==> config.mk <==
export PLATFORM = sky130hd
export DESIGN_NAME = rotwin_regfile
export DESIGN_NICKNAME = d
export VERILOG_FILES = /design/src/rtl/rotwin_pkg.sv /design/src/rtl/rotwin_addr_map.sv /design/src/rtl/rotwin_base_ctrl.sv /design/src/rtl/rotwin_wstart.sv /design/src/rtl/rotwin_storage.sv /design/src/rtl/rotwin_regfile.sv
export SDC_FILE = /design/constraint.sdc
export NUM_CORES = 2
export LEC_CHECK = 0
export BUFFER_PORTS_ARGS = -buffer_cell sky130_fd_sc_hd__buf_4
export CAP_MARGIN = 20
export CELL_PAD_IN_SITES_DETAIL_PLACEMENT = 1
export CELL_PAD_IN_SITES_GLOBAL_PLACEMENT = 1
export CORE_MARGIN = 2
export CORE_UTILIZATION = 40
export CTS_CLUSTER_DIAMETER = 100
export CTS_CLUSTER_SIZE = 28
export DETAILED_ROUTE_END_ITERATION = 7
export PLACE_DENSITY = 0.63
export SLEW_MARGIN = 25
export SYNTH_ARGS = -nofsm -noshare
export SYNTH_HDL_FRONTEND = slang
export SYNTH_SLANG_ARGS = --single-unit
==> constraint.sdc <==
create_clock -name clk -period 9.1 [get_ports clk]
set_input_delay 0.91 -clock clk [delete_from_list [all_inputs] [get_ports clk]]
set_output_delay 0.91 -clock clk [all_outputs]
set_load 0.005 [all_outputs]
==> src/rtl/rotwin_pkg.sv <==
package rotwin_pkg;

  // Base pointer update selected in a cycle
  typedef enum logic [1:0] {
    ROT_HOLD = 2'd0,
    ROT_REL  = 2'd1,
    ROT_ABS  = 2'd2
  } rot_op_e;

endpackage

==> src/rtl/rotwin_addr_map.sv <==
// Logical-to-physical index translation: (base << group shift) + lidx,
// wrapping naturally because the physical size is a power of two.
module rotwin_addr_map #(
  parameter int BASE_W  = 4,
  parameter int LADDR_W = 4,
  parameter int PADDR_W = 6,
  parameter int GRP_SH  = 2
) (
  input  logic [BASE_W-1:0]  base,
  input  logic [LADDR_W-1:0] lidx,
  output logic [PADDR_W-1:0] pidx
);

  logic [PADDR_W-1:0] grp_start;

  always_comb begin
    grp_start = PADDR_W'({base, {GRP_SH{1'b0}}});
    pidx      = grp_start + PADDR_W'(lidx);
  end

endmodule

==> src/rtl/rotwin_base_ctrl.sv <==
// Window base register: hold, signed relative step, or absolute load.
module rotwin_base_ctrl
  import rotwin_pkg::*;
#(
  parameter int BASE_W  = 4,
  parameter int DELTA_W = 4,
  parameter int ABS_W   = 8
) (
  input  logic               clk,
  input  logic               rst_n,
  input  logic               rel_en,
  input  logic [DELTA_W-1:0] delta,
  input  logic               abs_en,
  input  logic [ABS_W-1:0]   abs_val,
  output logic [BASE_W-1:0]  base_q
);

  rot_op_e           op;
  logic [31:0]       delta_ext;
  logic [31:0]       rel_sum;
  logic [BASE_W-1:0] base_d;

  always_comb begin
    if (abs_en)      op = ROT_ABS;
    else if (rel_en) op = ROT_REL;
    else             op = ROT_HOLD;
  end

  always_comb begin
    delta_ext = 32'($signed(delta));
    rel_sum   = 32'(base_q) + delta_ext;
    unique case (op)
      ROT_REL: base_d = rel_sum[BASE_W-1:0];
      ROT_ABS: base_d = BASE_W'(abs_val);
      default: base_d = base_q;
    endcase
  end

  always_ff @(posedge clk or negedge rst_n) begin
    if (!rst_n) base_q <= '0;
    else        base_q <= base_d;
  end

endmodule

==> src/rtl/rotwin_wstart.sv <==
// Live-group mask: per-group set and clear, or whole-mask load.
module rotwin_wstart #(
  parameter int NGRP   = 16,
  parameter int GIDX_W = 8
) (
  input  logic              clk,
  input  logic              rst_n,
  input  logic              set_en,
  input  logic [GIDX_W-1:0] set_grp,
  input  logic              clr_en,
  input  logic [GIDX_W-1:0] clr_grp,
  input  logic              load_en,
  input  logic [NGRP-1:0]   load_val,
  output logic [NGRP-1:0]   mask_q
);

  localparam int GW = $clog2(NGRP);

  logic [GW-1:0]   set_idx, clr_idx;
  logic [NGRP-1:0] set_vec, clr_vec, mask_d;

  always_comb begin
    set_idx = GW'(set_grp);
    clr_idx = GW'(clr_grp);
    set_vec = set_en ? (NGRP'(1) << set_idx) : '0;
    clr_vec = clr_en ? (NGRP'(1) << clr_idx) : '0;
    if (load_en) mask_d = load_val;
    else         mask_d = (mask_q | set_vec) & ~clr_vec;
  end

  always_ff @(posedge clk or negedge rst_n) begin
    if (!rst_n) mask_q <= NGRP'(1);
    else        mask_q <= mask_d;
  end

endmodule

==> src/rtl/rotwin_storage.sv <==
// Physical register array: one write port, NRD combinational read ports.
module rotwin_storage #(
  parameter int DATA_W = 32,
  parameter int DEPTH  = 64,
  parameter int AW     = 6,
  parameter int NRD    = 2
) (
  input  logic                      clk,
  input  logic                      rst_n,
  input  logic                      we,
  input  logic [AW-1:0]             waddr,
  input  logic [DATA_W-1:0]         wdata,
  input  logic [NRD-1:0][AW-1:0]    raddr,
  output logic [NRD-1:0][DATA_W-1:0] rdata
);

  logic [DATA_W-1:0] mem_q [DEPTH];

  always_ff @(posedge clk or negedge rst_n) begin
    if (!rst_n) begin
      for (int i = 0; i < DEPTH; i++) mem_q[i] <= '0;
    end else if (we) begin
      mem_q[waddr] <= wdata;
    end
  end

  for (genvar p = 0; p < NRD; p++) begin : g_rd
    assign rdata[p] = mem_q[raddr[p]];
  end

endmodule

==> src/rtl/rotwin_regfile.sv <==
// Rotating windowed register file top level.
module rotwin_regfile #(
  parameter int DATA_W    = 32,
  parameter int PHYS_REGS = 64,
  parameter int VIS_REGS  = 16,
  parameter int GRP_SZ    = 4,
  parameter int DELTA_W   = 4,
  parameter int ABS_W     = 8,
  parameter int GIDX_W    = 8
) (
  input  logic                                  clk,
  input  logic                                  rst_n,
  input  logic [$clog2(VIS_REGS)-1:0]           rd0_lidx,
  output logic [DATA_W-1:0]                     rd0_data,
  input  logic [$clog2(VIS_REGS)-1:0]           rd1_lidx,
  output logic [DATA_W-1:0]                     rd1_data,
  input  logic                                  wr_en,
  input  logic [$clog2(VIS_REGS)-1:0]           wr_lidx,
  input  logic [DATA_W-1:0]                     wr_data,
  input  logic                                  rot_rel_en,
  input  logic [DELTA_W-1:0]                    rot_delta,
  input  logic                                  rot_abs_en,
  input  logic [ABS_W-1:0]                      rot_abs_val,
  input  logic                                  ws_set_en,
  input  logic [GIDX_W-1:0]                     ws_set_grp,
  input  logic                                  ws_clr_en,
  input  logic [GIDX_W-1:0]                     ws_clr_grp,
  input  logic                                  ws_load_en,
  input  logic [PHYS_REGS/GRP_SZ-1:0]           ws_load_val,
  output logic [$clog2(PHYS_REGS/GRP_SZ)-1:0]   base_o,
  output logic [PHYS_REGS/GRP_SZ-1:0]           wstart_o
);

  localparam int NGRP    = PHYS_REGS / GRP_SZ;
  localparam int BASE_W  = $clog2(NGRP);
  localparam int PADDR_W = $clog2(PHYS_REGS);
  localparam int LADDR_W = $clog2(VIS_REGS);
  localparam int GRP_SH  = $clog2(GRP_SZ);
  localparam int NRD     = 2;
  localparam int NMAP    = NRD + 1;  // read ports then the write port

  logic [BASE_W-1:0]                base_q;
  logic [NGRP-1:0]                  mask_q;
  logic [NMAP-1:0][LADDR_W-1:0]     map_lidx;
  logic [NMAP-1:0][PADDR_W-1:0]     map_pidx;
  logic [NRD-1:0][PADDR_W-1:0]      rd_pidx;
  logic [NRD-1:0][DATA_W-1:0]       rd_data;

  assign map_lidx[0] = rd0_lidx;
  assign map_lidx[1] = rd1_lidx;
  assign map_lidx[2] = wr_lidx;

  // Every port translates through the same pre-edge base.
  for (genvar m = 0; m < NMAP; m++) begin : g_map
    rotwin_addr_map #(
      .BASE_W (BASE_W),
      .LADDR_W(LADDR_W),
      .PADDR_W(PADDR_W),
      .GRP_SH (GRP_SH)
    ) u_map (
      .base(base_q),
      .lidx(map_lidx[m]),
      .pidx(map_pidx[m])
    );
  end

  for (genvar r = 0; r < NRD; r++) begin : g_rdsel
    assign rd_pidx[r] = map_pidx[r];
  end

  rotwin_base_ctrl #(
    .BASE_W (BASE_W),
    .DELTA_W(DELTA_W),
    .ABS_W  (ABS_W)
  ) u_base (
    .clk    (clk),
    .rst_n  (rst_n),
    .rel_en (rot_rel_en),
    .delta  (rot_delta),
    .abs_en (rot_abs_en),
    .abs_val(rot_abs_val),
    .base_q (base_q)
  );

  rotwin_wstart #(
    .NGRP  (NGRP),
    .GIDX_W(GIDX_W)
  ) u_ws (
    .clk     (clk),
    .rst_n   (rst_n),
    .set_en  (ws_set_en),
    .set_grp (ws_set_grp),
    .clr_en  (ws_clr_en),
    .clr_grp (ws_clr_grp),
    .load_en (ws_load_en),
    .load_val(ws_load_val),
    .mask_q  (mask_q)
  );

  rotwin_storage #(
    .DATA_W(DATA_W),
    .DEPTH (PHYS_REGS),
    .AW    (PADDR_W),
    .NRD   (NRD)
  ) u_mem (
    .clk  (clk),
    .rst_n(rst_n),
    .we   (wr_en),
    .waddr(map_pidx[NRD]),
    .wdata(wr_data),
    .raddr(rd_pidx),
    .rdata(rd_data)
  );

  assign rd0_data = rd_data[0];
  assign rd1_data = rd_data[1];
  assign base_o   = base_q;
  assign wstart_o = mask_q;

endmodule

==> summary.md <==
| Metric | Value |
|---|---|
| Status | `finished, final reports clean` |
| Inst Count DP | `between 10000 and 15000` |
| Critical Path Max Stage Delay | `approximately 0.99 ns` |
| Synth warnings | `0` |
| Share of synthesized flip-flops with an asynchronous set or reset | `1.000` |
| H-tree depth | `3` |
| Mapped Area | `around 110000 sq um` |
| Ys flop type | `dfrtp_1` |
| Final period utilization | `0.7329` |
| Initial core utilization | `0.4014` |
| Slew Limit Fails | `0` |
| Remaining Overflow, GRT | `0` |
| Io pins | `180` |
| Final HPWL DP | `around 230000 microns` |
| First-pass GRT wire length | `between 500000 and 600000 microns` |
| TritonCTS Sinks | `~2100` |
| Syn Nets | `a little over 7000` |
| Maximum vdd ir drop | `around 0.18 mV` |
| Synth area leaders | `dfrtp_1, mux4_2, mux2_2` |
| Buffers on Ports | `approximately 170` |
| Vias in the first global route | `approximately 74000` |
| Clock Tree Buf Depth | `3` |
| Cell with the most instances after synthesis | `dfrtp_1` |
| Seq/Total Area, Yosys | `0.4720` |
| Worst slew pin tran | `1.175 ns` |
| Post-CTS Setup Bufs | `0` |
| Core area | `273100 sq um` |
| Post-synthesis sequential element count | `2068` |
| Share of cells above drive strength 1 | `0.5204` |
| Critical Path Sink Type | `output pin` |
| Clock root buffer master | `clkbuf_16` |
| Top cell type's share of synthesized area | `0.4718` |
| Top cell type by total area after synthesis | `dfrtp_1` |
| Max Fclk | `between 0.1 and 0.15 GHz` |
| Crit path launch type | `register` |
| Largest net degree at the start of global routing | `~180` |
| Setup TNS | `0 ns` |
| Pre-antenna DRT Iters | `6` |
| Slowest CP cell | `fa_4` |
| Power per cell area | `~270 nW/um^2` |
| Arrival time at the worst endpoint | `between 5 and 6 ns` |
| Hold buffer count at CTS | `0` |
| Netlist cell types | `68` |
| Worst path cell trace | `fa_4 -> buf_4 -> nor2_4 -> buf_4 -> a22oi_1 -> a21oi_1 -> nor3_1 -> a31oi_1 -> buf_4` |
| Initial antenna violation count | `22` |
| Gpl congestion | `just over 0.8` |
| Synth top cells by count | `dfrtp_1, mux2_2, mux4_2, clkbuf_1, buf_2` |
| Worst-Skew Late Latency | `between 0.8 and 0.9 ns` |
| Vias/cell | `6.631` |
| Top Family by Delay on Critical Path | `buffers and inverters` |
| Total of cells resized after clock tree synthesis | `0` |
| Worst min path class | `input port to asynchronous set/reset pin` |
| Residual DRC | `0` |
| Nets | `between 6000 and 7000` |
| Area grow syn2layout | `7.321%` |
| Num CTS Buffers | `101` |
| Clock Skews | `0.03954 ns` |
| Tmin final | `~6.7 ns` |
| RSZ-0062 raised after global routing | `no` |
| Syn Area/Cell | `15.36 sq um` |
| Antenna-violating nets left | `0` |
| First DRT Iteration DRCs | `about 6400` |
| Max cap viols | `0` |
| Final Setup Violations | `0` |
| Worst EP required | `~8.2 ns` |
| Syn Inst Count | `7138` |
| Vias | `69399` |
| GRT Util Overall | `0.2793` |
| Floorplan row count | `192` |
| Die Height | `527.5 microns` |
| Clk slew on worst S/H paths | `0.09 ns` |
| Critical Path Most Common Cell | `buf_4` |
| Number of synthesized flops with an enable pin | `0` |
| Critical-path maximum fanout | `22` |
| Cell leakage power | `50.95 nW` |
| CP bufs+invs | `3` |
| Hold Fails Final Rpt | `0` |
| Routed len/inst | `roughly 37 microns` |
| WL final | `390400 microns` |
| Die width | `527.5 microns` |
| Crit Path Category | `register to output pin` |
| DIE AREA | `about 280000 sq um` |
| Final Non-Filler Cells | `approximately 10000` |
| CTS tree | `yes` |
| Worst rel slew slack | `0.2168` |
## metrics by stage
stage	total power [mW]	utilization	hold slack, ns	instance area (sq um)	setup slack (ns)
3_3_place_gp	25.02	0.4175	0.4811	114000	2.824
5_1_grt	32.88	0.4307	0.05805	117600	2.222
3_5_place_dp	25.70	0.4177	0.4959	114100	2.851
4_1_cts	31.49	0.4302	0.06919	117500	2.430
6_report	31.45	0.4308	0.03977	117700	2.431
2_1_floorplan	21.59	-	0.4701	109600	5.001
## flip-flops by register name, indices dropped and copies added (netlist names)
| name | count |
|---|---|
| u_ws.mask_q | 16 |
| u_base.base_q | 4 |
| u_mem.mem_q | 2048 |
## layout by cell type (no fill, tap or decap), types with 6 or more instances in the layout
cell type   instances
o21bai_1           13
nand2b_1           24
mux2_1            148
nor2_1             59
nor2b_4             8
a31oi_1            34
clkbuf_1            7
a21oi_1           105
dfrtp_1          2067
nand4_1             7
buf_12             30
o211ai_1            6
nor2b_1            13
clkinvlp_4          6
nor3_1             34
o22ai_1            26
nor2_4             39
a22o_1             94
a221oi_1           98
and2_1              8
clkinv_8            9
buf_4             307
inv_8              10
nand2_1            98
or3_1              20
a22oi_1           217
or4_1               8
ha_1                7
mux2_2           1912
mux2i_1            18
o21ai_0            45
nand2_2            16
mux4_2           1029
diode_2            11
clkbuf_16         105
inv_6              12
nand3_1            46
nand2_4            13
o31ai_1            17
a32o_1             21
## final cells by class
| cell class | instances | area [sq um] |
|---|---|---|
| Fill cell | 26521 | 155500 |
| Multi-Input combinational cell | 4265 | 54780 |
| Sequential cell | 2068 | 51750 |
| Tap cell | 3589 | 4491 |
| Timing Repair Buffer | 353 | 3153 |
| Clock buffer | 114 | 2681 |
| Clock inverter | 59 | 743.2 |
| Antenna cell | 11 | 27.53 |
| Inverter | 7 | 26.28 |
## power by group
| part | leakage [nW] | internal (mW) | switching (mW) | total, mW |
|---|---|---|---|---|
| Combinational | 21.8 | 5.99 | 4.78 | 10.8 |
| Clock | 1.66 | 2.35 | 3.48 | 5.83 |
| Sequential | 27.5 | 12.4 | 2.43 | 14.9 |
## worst reg2reg max path: stages (launching register included)
cell	delay, ns
dfrtp_1	0.65
ha_1	0.33
a21oi_1	0.70
or3_4	0.33
nand3_1	0.61
nor2_4	0.94
buf_4	0.60
mux2_2	0.45
## layer usage
layer	GRT usage	wire, microns	share of wire
met1	0.3793	163000	0.42
met2	0.4481	185400	0.47
met3	0.04527	24540	0.063
met4	0.1110	17370	0.045
met5	0	46	0.00012
## worst paths after layout
path	depth (start not counted)	slack [ns]	to	start
worst max register to register	7	4.42	u_mem.mem_q[1699]$_DFFE_PN0P_	u_base.base_q[1]$_DFFE_PN0P_
max in group asynchronous	4	6.74	u_mem.mem_q[692]$_DFFE_PN0P_	rst_n
worst min-delay path	1	0.04	u_mem.mem_q[1371]$_DFFE_PN0P_	rst_n
worst min register to register	1	0.52	u_mem.mem_q[1731]$_DFFE_PN0P_	u_mem.mem_q[1731]$_DFFE_PN0P_
min in group clk	3	0.31	u_ws.mask_q[3]$_DFF_PN0_	ws_load_val[3]
worst max-delay path	9	2.43	rd1_data[6]	u_base.base_q[1]$_DFFE_PN0P_
## cells by family (layout without fill, tap and decap cells)
group,Yosys count,after routing,share of synthesized area
muxes,3107,3107,0.4246
xor gates and xnor gates,8,8,0.0006391
and+or+nand+nor,417,417,0.01906
DFF,2068,2068,0.4720
other,0,11,0
adders and majority gates,13,13,0.001758
AOI/OAI and AO/OA,720,720,0.04830
buffers and inverters,805,533,0.03358
Power figures use the tool's default switching activity.
